`src/rtl/flow_gate_pkg.sv`:
```
package flow_gate_pkg;

    typedef enum logic {
        PIN_AS_RTS = 1'b0,
        PIN_AS_DE  = 1'b1
    } pin_role_e;

    typedef struct packed {
        logic level;
        logic changed;
    } cts_view_t;

    function automatic logic shared_pin_level(
        input pin_role_e role,
        input logic      in_flight,
        input logic      invert_de,
        input logic      rts_on,
        input logic      room
    );
        if (role == PIN_AS_DE)
            return in_flight ^ invert_de;
        else if (rts_on)
            return ~room;
        else
            return 1'b0;
    endfunction

endpackage

```
`src/rtl/cts_sync_edge.sv`:
```
module cts_sync_edge
    import flow_gate_pkg::*;
#(
    parameter int STAGES = 2
) (
    input  logic      clk,
    input  logic      rst,
    input  logic      pin_n,
    input  logic      clr,
    output cts_view_t view
);
    logic [STAGES-1:0] chain;
    logic              last_level;
    logic              flag_q;

    generate
        for (genvar i = 0; i < STAGES; i++) begin : g_stage
            if (i == 0) begin : g_first
                always_ff @(posedge clk) begin
                    if (rst) chain[0] <= 1'b1;
                    else     chain[0] <= pin_n;
                end
            end else begin : g_next
                always_ff @(posedge clk) begin
                    if (rst) chain[i] <= 1'b1;
                    else     chain[i] <= chain[i-1];
                end
            end
        end
    endgenerate

    always_ff @(posedge clk) begin
        if (rst) begin
            last_level <= 1'b1;
            flag_q     <= 1'b0;
        end else begin
            last_level <= chain[STAGES-1];
            flag_q     <= (chain[STAGES-1] != last_level) | (flag_q & ~clr);
        end
    end

    assign view.level   = chain[STAGES-1];
    assign view.changed = flag_q;
endmodule

```
`src/rtl/tx_start_gate.sv`:
```
module tx_start_gate (
    input  logic gate_on,
    input  logic cts_level,
    input  logic pending,
    input  logic busy,
    output logic start_ok
);
    logic cts_allows;

    always_comb begin
        cts_allows = ~gate_on | ~cts_level;
        start_ok   = pending & ~busy & cts_allows;
    end
endmodule

```
`src/rtl/shared_pin_drv.sv`:
```
module shared_pin_drv
    import flow_gate_pkg::*;
(
    input  logic clk,
    input  logic rst,
    input  logic de_mode,
    input  logic de_inv,
    input  logic rts_on,
    input  logic in_flight,
    input  logic room,
    output logic pin
);
    pin_role_e role;
    logic      next_level;

    always_comb begin
        role       = de_mode ? PIN_AS_DE : PIN_AS_RTS;
        next_level = shared_pin_level(role, in_flight, de_inv, rts_on, room);
    end

    always_ff @(posedge clk) begin
        if (rst) pin <= 1'b0;
        else     pin <= next_level;
    end
endmodule

```
`src/rtl/uart_flow_gate.sv`:
```
module uart_flow_gate
    import flow_gate_pkg::*;
#(
    parameter int CTS_SYNC_STAGES = 2
) (
    input  logic clk,
    input  logic rst,
    input  logic cts_n_pin,
    input  logic cts_en,
    input  logic rts_en,
    input  logic de_en,
    input  logic de_pol_low,
    input  logic cts_irq_en,
    input  logic cts_chg_clr,
    input  logic tx_pending,
    input  logic tx_busy,
    input  logic rx_space,
    output logic tx_start_ok,
    output logic rts_de_pin,
    output logic cts_chg_flag,
    output logic cts_irq
);
    cts_view_t cts_view;
    logic      cts_level;

    cts_sync_edge #(.STAGES(CTS_SYNC_STAGES)) u_sync (
        .clk   (clk),
        .rst   (rst),
        .pin_n (cts_n_pin),
        .clr   (cts_chg_clr),
        .view  (cts_view)
    );

    assign cts_level    = cts_view.level;
    assign cts_chg_flag = cts_view.changed;
    assign cts_irq      = cts_view.changed & cts_irq_en;

    tx_start_gate u_gate (
        .gate_on   (cts_en),
        .cts_level (cts_level),
        .pending   (tx_pending),
        .busy      (tx_busy),
        .start_ok  (tx_start_ok)
    );

    shared_pin_drv u_pin (
        .clk       (clk),
        .rst       (rst),
        .de_mode   (de_en),
        .de_inv    (de_pol_low),
        .rts_on    (rts_en),
        .in_flight (tx_busy),
        .room      (rx_space),
        .pin       (rts_de_pin)
    );
endmodule

```
`config.mk`:
```
export PLATFORM = sky130hd
export DESIGN_NAME = uart_flow_gate
export DESIGN_NICKNAME = d
export VERILOG_FILES = /design/src/rtl/flow_gate_pkg.sv /design/src/rtl/cts_sync_edge.sv /design/src/rtl/tx_start_gate.sv /design/src/rtl/shared_pin_drv.sv /design/src/rtl/uart_flow_gate.sv
export SDC_FILE = /design/constraint.sdc
export NUM_CORES = 1
export LEC_CHECK = 0
export ABC_AREA = 1
export ABC_CLOCK_PERIOD_IN_PS = 900
export BUFFER_PORTS_ARGS = -buffer_cell sky130_fd_sc_hd__buf_2
export CAP_MARGIN = 20
export CORE_AREA = 10 10 47 49
export DETAILED_ROUTE_END_ITERATION = 8
export DIE_AREA = 0 0 57 59
export PLACE_DENSITY_LB_ADDON = 0.25
export SLEW_MARGIN = 5
export SYNTH_ARGS = -nofsm -noshare
export SYNTH_HDL_FRONTEND = slang
export SYNTH_SLANG_ARGS = --single-unit
```
`constraint.sdc`:
```
create_clock -name clk -period 0.9 [get_ports clk]
set_input_delay 0 -clock clk [delete_from_list [all_inputs] [get_ports clk]]
set_output_delay 0 -clock clk [all_outputs]
set_load 0.02 [all_outputs]
```
; Word-level counts from Yosys, hierarchy flattened
; Index checks and enable logic that the tools add are counted.
[totals]
in_bits = 12
latchBits = 0
ff_bits = 5
ramBits = 0
word_cells = 21
rom_bits = 0
memories = 0
output_inout_bits = 4
[classes]
reduce_logical = 0
n_shift = 0
bitwise_logic = 12
eq_ne = 1
add_sub_neg = 0
n_mul = 0
magnitude_cmp = 0
div_mod_pow = 0
muxes = 3
[ops]
columns = op, n
row1 = 1-bit inverter, 5
row2 = 1-bit AND, 4
row3 = 1-bit 2-to-1 mux, 3
row4 = 1-bit OR, 2
row5 = 1-bit inequality test, 1
row6 = 1-bit XOR, 1

; Logic depth before layout (Yosys ltp)
; Gate-level depths: netlist of run 1.
[logic_depth]
word_depth = 3
mapped_depth = 5
mapped_depth_nobuf = 5

; By module
; Synthesis of run 1 repeated with hierarchy kept, for this count alone.
[unflattened]
hier_cells = 40
area_unflattened_um2 = 245.2
[by_module_without_submodules]
columns = mod, cells_per_inst, area_per_inst_um2, n_inst, seq_area_each_um2
row1 = cts_sync_edge, 19, 150.1, 1, 80.1
row2 = shared_pin_drv, 14, 68.8, 1, 20.0
row3 = tx_start_gate, 5, 18.8, 1, 0.0
row4 = uart_flow_gate, 2, 7.5, 1, 0.0

; Least setup slack after synthesis of run 1
; Ideal clock, no wire load.
[synth_path]
path_type = reg-to-reg
start = register u_sync.flag_q
end = register u_sync.flag_q
t_arrival_ns = 0.647
required_time_ns = 0.844
path_buffers = 0
slack_ns = 0.198
path_stages_with_launch = 5
period_less_slack_ns = 0.702
setup_ns = 0.056
cell_sequence = dfxtp_1 > nand2_1 > nand3_1 > nand2_1 > inv_1
[synth_between]
elab_chain_cells = 2
[synth_rtl]
columns = element, line
row1 = start: declaration, cts_sync_edge.sv:14  ; logic flag_q;
row2 = start signal: assignment, cts_sync_edge.sv:38  ; flag_q <= (chain[STAGES-1] != last_level) | (flag_q & ~clr);
row3 = 1-bit AND, cts_sync_edge.sv:38
row4 = 1-bit OR, cts_sync_edge.sv:38
; No other way between the ends.
; A chain may end at the register's enable or synchronous reset.

; Final worst setup path of run 1
[layout_path]
start = register u_sync.chain[1], in the netlist u_sync.view[1]
end = output port tx_start_ok
[layout_between]
elab_chain_cells = 3
[layout_rtl]
columns = element, line
row1 = start: declaration, cts_sync_edge.sv:12  ; logic [STAGES-1:0] chain;
row2 = start signal: indexed assignment, cts_sync_edge.sv:26  ; else chain[i] <= chain[i-1];
row3 = 1-bit inverter, tx_start_gate.sv:11  ; cts_allows = ~gate_on | ~cts_level;
row4 = 1-bit OR, tx_start_gate.sv:11
row5 = 1-bit AND, tx_start_gate.sv:12  ; start_ok = pending & ~busy & cts_allows;
row6 = end: declaration, uart_flow_gate.sv:18  ; output logic tx_start_ok,
; No other way between the ends.

==> impl_metrics.json, run 1 <==
{
  "hold_class": "in -> reg",
  "path_cells": "a21oi_1 > buf_4",
  "tns_ns": 0,
  "die-area_sq_um": 3360,
  "drv_slew": 0,
  "antenna_found_initial": 0,
  "rows": 14,
  "postCtsSetupRepairBufs": 0,
  "status": "completed",
  "gr-usage-all-layers": 0.0350,
  "final_hold_viol_count": 0,
  "synthDistinctLibCells": 9,
  "die_w_um": 57,
  "yosysSeqAreaShare": 0.462,
  "fin_skew_ns": 0.00500,
  "final_nets": 68,
  "rsz0062_at_grt": "no",
  "dp_cells": 65,
  "power.share.combinational": 0.144,
  "cts_inserted_buffers": 3,
  "crit_family": "flip-flops",
  "diodes": 0,
  "final_common_cell": "buf_2",
  "port_buffers": 15,
  "power_frac_seq": 0.412,
  "drcViolationCount": 0,
  "clkPwrFrac": 0.444,
  "critPathMaxStageDelay_ns": 0.32,
  "worst_slew_pin_slew_ns": 0.123,
  "grt_max_degree": 4,
  "synth_top_cell_by_area": "dfxtp_1",
  "drt-pass1-iter-count": 1,
  "postSynthAreaPerCell_sq_um": 6.37,
  "worst_slack_ns": 0.0608,
  "topRoutingLayerUsed": "met3",
  "wirelength_um": 571,
  "detail_route.vias_per_cell": 3.34,
  "cp.buffers_inverters": 1,
  "grt_pass1_wl_um": 903,
  "cts_max_level": 1,
  "synth_area_sq_um": 216,
  "syn_nets": 46,
  "core_sq_um": 1400,
  "period_minus_slack_ns": 0.839,
  "cap_viol_max_count": 0,
  "critPathSlowestCell": "dfxtp_1",
  "post-place-ws_ns": 0.151,
  "synth_top_cell_area_share": 0.462,
  "cts_root_buffer": "clkbuf_4",
  "critPathRequiredTime_ns": 0.90,
  "grt_pass1_vias": 228,
  "crit_path_start_kind": "flip-flop",
  "worstPathMaxFanout": 3,
  "cts_tree": "built",
  "synth.top_cells.by_area": "dfxtp_1, nand2_1, inv_1",
  "p_sw_w": 0.000134,
  "wl_per_cell_um": 8.04,
  "num_io_pins": 16,
  "setup_viol": 0,
  "yosysWarnings": 0,
  "grt-ovfl-total": 0,
  "max_freq_ghz": 1.19,
  "drtAntennaViolNets": 0,
  "die_h_um": 59,
  "hpwl_um": 473,
  "routabilityCongestion": 0.604,
  "drt_iter0_drc": 0,
  "met2_length_um": 247,
  "vias": 237,
  "switching_share": 0.232,
  "clk_latency_ns": 0.24,
  "p_leak_nw": 0.236,
  "syn_inst": 34,
  "cts_max_path_buffers": 2,
  "synth-seq-cells": 5,
  "layout_common_cells": "buf_2, nand2_1, inv_1",
  "drive_gt1_frac": 0.364,
  "crit_type": "reg -> out",
  "relSlewSlack": 0.918,
  "fin_crit_sh": 0.932,
  "initial_core_util": 0.154,
  "crit_path_end_kind": "output pin",
  "internal_power_w": 0.000444,
  "wl_met1_um": 226,
  "cp.arrival_ns": 0.84,
  "synthToLayoutAreaGrowth_pct": 66.5,
  "instances_no_fill": 71,
  "clk_pin_slew_worst_paths_ns": 0.05,
  "power.density_nw_per_um2": 1600,
  "wl_met3_um": 97,
  "cts.sinks": 5,
  "vdd_drop_max_uv": 592,
  "whs_ns": 0.0478
}
## tightest hold or removal path: stages
cell and delay [ns]:
buf_2 0.07, inv_1 0.04, nor2_1 0.09, nor2_1 0.04
## stage by stage
stage | total power [W] | util | area, sq um
2_1_floorplan | 0.000281 | - | 216
3_3_place_gp | 0.000317 | 0.222 | 312
3_5_place_dp | 0.000319 | 0.222 | 312
4_1_cts | 0.000593 | 0.255 | 358
5_1_grt | 0.000622 | 0.257 | 360
6_report | 0.000578 | 0.257 | 360
## state kept, by name, indices dropped and copies added, names as in the netlist
register,flops
u_sync.chain,1
u_sync.flag_q,1
u_pin.pin,1
u_sync.last_level,1
u_sync.view,1
## cell usage after synthesis
cell type	number
nand2_1	13
inv_1	9
dfxtp_1	5
nor2_1	2
a21oi_1	1
inv_2	1
nand3_1	1
or2_1	1
or2_2	1
## layer usage
metal / vias up / track usage
li1: 138 / -
met1: 89 / 0.0262
met2: 10 / 0.0527
met3: 0 / 0.0472
met4: 0 / 0.0101
met5: - / 0
## power groups by stage
| stage | registers [W] | logic, W | clock network, W |
|---|---|---|---|
| after floorplan | 0.000248 | 0.0000324 | 0 |
| after global placement | 0.000242 | 0.0000756 | 0 |
| after detailed placement | 0.000242 | 0.0000768 | 0 |
| after CTS | 0.000238 | 0.0000834 | 0.000271 |
| after global routing | 0.000239 | 0.0000942 | 0.000289 |
| final | 0.000238 | 0.0000830 | 0.000256 |
## what timing repair did
| action | 4_1_cts | 5_1_grt |
|---|---|---|
| setup endpoints to repair | 0 | 1 |
| hold endpoints to repair | 3 | 0 |
| hold buffers | 2 | 0 |
| gates resized for setup | 0 | 1 |
## cells by family (layout without fill, tap and decap cells)
family	Yosys count	count (layout)	synth area share
buffers and inverters	10	31	0.173
and+or+nand+nor	18	18	0.341
AOI/OAI and AO/OA	1	1	0.0231
DFF	5	5	0.462
## cell type report
class                      count  area [sq um]
fill                         172          1040
sequential                     5           100
timing repair buffer          17          97.6
multi-input combinational     19          78.8
inverter                      10          37.5
clock buffer                   4          26.3
tap                           16          20.0
## worst paths after layout
check	from	endpoint	slack (ns)	depth (start not counted)
max	u_sync.view[1]	tx_start_ok	0.06	2
min	de_en	u_pin.pin	0.05	4
max reg2reg	u_sync.view[1]	u_sync.flag_q	0.17	5
min reg2reg	u_sync.chain[0]	u_sync.view[1]	0.40	1
Note: power is estimated with default switching activity, not from simulation.
==> run 2, diff against run 1 <==
--- a/config.mk
+++ b/config.mk
@@ -10,6 +10,7 @@
 export BUFFER_PORTS_ARGS = -buffer_cell sky130_fd_sc_hd__buf_2
 export CAP_MARGIN = 20
 export CORE_AREA = 10 10 47 49
+export CTS_BUF_LIST = sky130_fd_sc_hd__clkbuf_8
 export DETAILED_ROUTE_END_ITERATION = 8
 export DIE_AREA = 0 0 57 59
 export PLACE_DENSITY_LB_ADDON = 0.25
==> impl_metrics.json, run 2 (synthesized netlist as in run 1, its figures left out) <==
{
  "crit_type": "reg -> out",
  "crit_path_end_kind": "output pin",
  "drv_slew": 0,
  "clk_pin_slew_worst_paths_ns": 0.04,
  "power.density_nw_per_um2": 1910,
  "p_leak_nw": 0.248,
  "final_nets": 68,
  "final_common_cell": "buf_2",
  "critPathRequiredTime_ns": 0.90,
  "relSlewSlack": 0.919,
  "max_freq_ghz": 1.21,
  "crit_path_start_kind": "flip-flop",
  "cts_max_path_buffers": 2,
  "initial_core_util": 0.154,
  "layout_common_cells": "buf_2, nand2_1, inv_1",
  "drcViolationCount": 0,
  "fin_crit_sh": 0.918,
  "num_io_pins": 16,
  "rsz0062_at_grt": "no",
  "setup_viol": 0,
  "reg2reg_slack_ns": 0.17,
  "cp.buffers_inverters": 1,
  "grt-ovfl-total": 0,
  "port_buffers": 15,
  "p_sw_w": 0.000150,
  "die_h_um": 59,
  "grt_pass1_wl_um": 917,
  "diodes": 0,
  "drt_iter0_drc": 3,
  "internal_power_w": 0.000568,
  "die_w_um": 57,
  "cts_root_buffer": "clkbuf_8",
  "drtAntennaViolNets": 0,
  "drive_gt1_frac": 0.364,
  "final_hold_viol_count": 0,
  "clkPwrFrac": 0.553,
  "detail_route.vias_per_cell": 3.30,
  "cp.arrival_ns": 0.83,
  "cts.sinks": 5,
  "fin_util": 0.269,
  "cts_max_level": 1,
  "vias": 234,
  "critPathSlowestCell": "dfxtp_1",
  "tns_ns": 0,
  "wirelength_um": 579,
  "fin_skew_ns": 0.00228,
  "ctsResizeCount": 0,
  "grt_max_degree": 4,
  "routabilityCongestion": 0.604,
  "hold_buffers": 2,
  "crit_family": "flip-flops",
  "synthToLayoutAreaGrowth_pct": 74.0,
  "cts_inserted_buffers": 3,
  "critPathMaxStageDelay_ns": 0.32,
  "postCtsSetupRepairBufs": 0,
  "drt-pass1-iter-count": 2,
  "worstPathMaxFanout": 3,
  "power.share.combinational": 0.114,
  "hold_class": "in -> reg",
  "period_minus_slack_ns": 0.826,
  "wl_per_cell_um": 8.15,
  "antenna_found_initial": 0,
  "status": "completed",
  "cts_tree": "built",
  "die-area_sq_um": 3360,
  "vdd_drop_max_uv": 726,
  "hpwl_um": 473,
  "clk_latency_ns": 0.22,
  "power_frac_seq": 0.333,
  "cap_viol_max_count": 0,
  "grt_pass1_vias": 229,
  "core_sq_um": 1400,
  "switching_share": 0.209,
  "gr-usage-all-layers": 0.0363,
  "rows": 14,
  "path_cells": "a21oi_1 > buf_2",
  "worst_slew_pin_slew_ns": 0.122
}
-- run 2: path summary, 6_finish.rpt --
kind,start,endpoint,cells past startpoint
worst max register to register,u_sync.view[1],u_sync.flag_q,5
worst min register to register,u_sync.chain[0],u_sync.view[1],1
worst max-delay path,u_sync.view[1],tx_start_ok,2
worst min-delay path,de_en,u_pin.pin,4
-- run 2: per-stage QoR --
step	hold slack (ns)	worst slack, ns	cells	cell area, sq um	total power, W
2_1_floorplan	0.0998	0.198	34	216	0.000281
3_3_place_gp	0.184	0.169	65	312	0.000317
3_5_place_dp	0.189	0.151	65	312	0.000319
4_1_cts	0.0720	0.0537	71	377	0.000736
5_1_grt	0.117	0.0199	71	377	0.000771
6_report	0.0741	0.0741	71	377	0.000718
-- run 2: power by group through the flow --
stage | registers [W] | logic [W] | clock network, W
2_1_floorplan | 0.000248 | 0.0000324 | 0
3_3_place_gp | 0.000242 | 0.0000756 | 0
3_5_place_dp | 0.000242 | 0.0000768 | 0
4_1_cts | 0.000239 | 0.0000834 | 0.000414
5_1_grt | 0.000240 | 0.0000929 | 0.000438
6_report | 0.000239 | 0.0000818 | 0.000397
-- run 2: layout make-up --
type	instances	area [sq um]
Tap cell	16	20.0
Clock inverter	1	3.75
Fill cell	171	1020
Clock buffer	3	41.3
Multi-Input combinational cell	19	78.8
Timing Repair Buffer	17	95.1
Sequential cell	5	100
Inverter	10	37.5
-- run 2: tightest hold or removal path, delay by kind of cell --
| kind | cells | cell delay (ns) |
|---|---|---|
| simple gates | 2 | 0.13 |
| buf+inv | 2 | 0.11 |
-- run 2: routing by layer --
metal	wire length, um	vias to the layer above	part of all wire	GRT usage
met1	225	86	0.39	0.0262
met4	0	0	0	0.0201
met3	111	0	0.19	0.0472
li1	-	136	-	-
met2	242	12	0.42	0.0527
met5	0	-	0	0
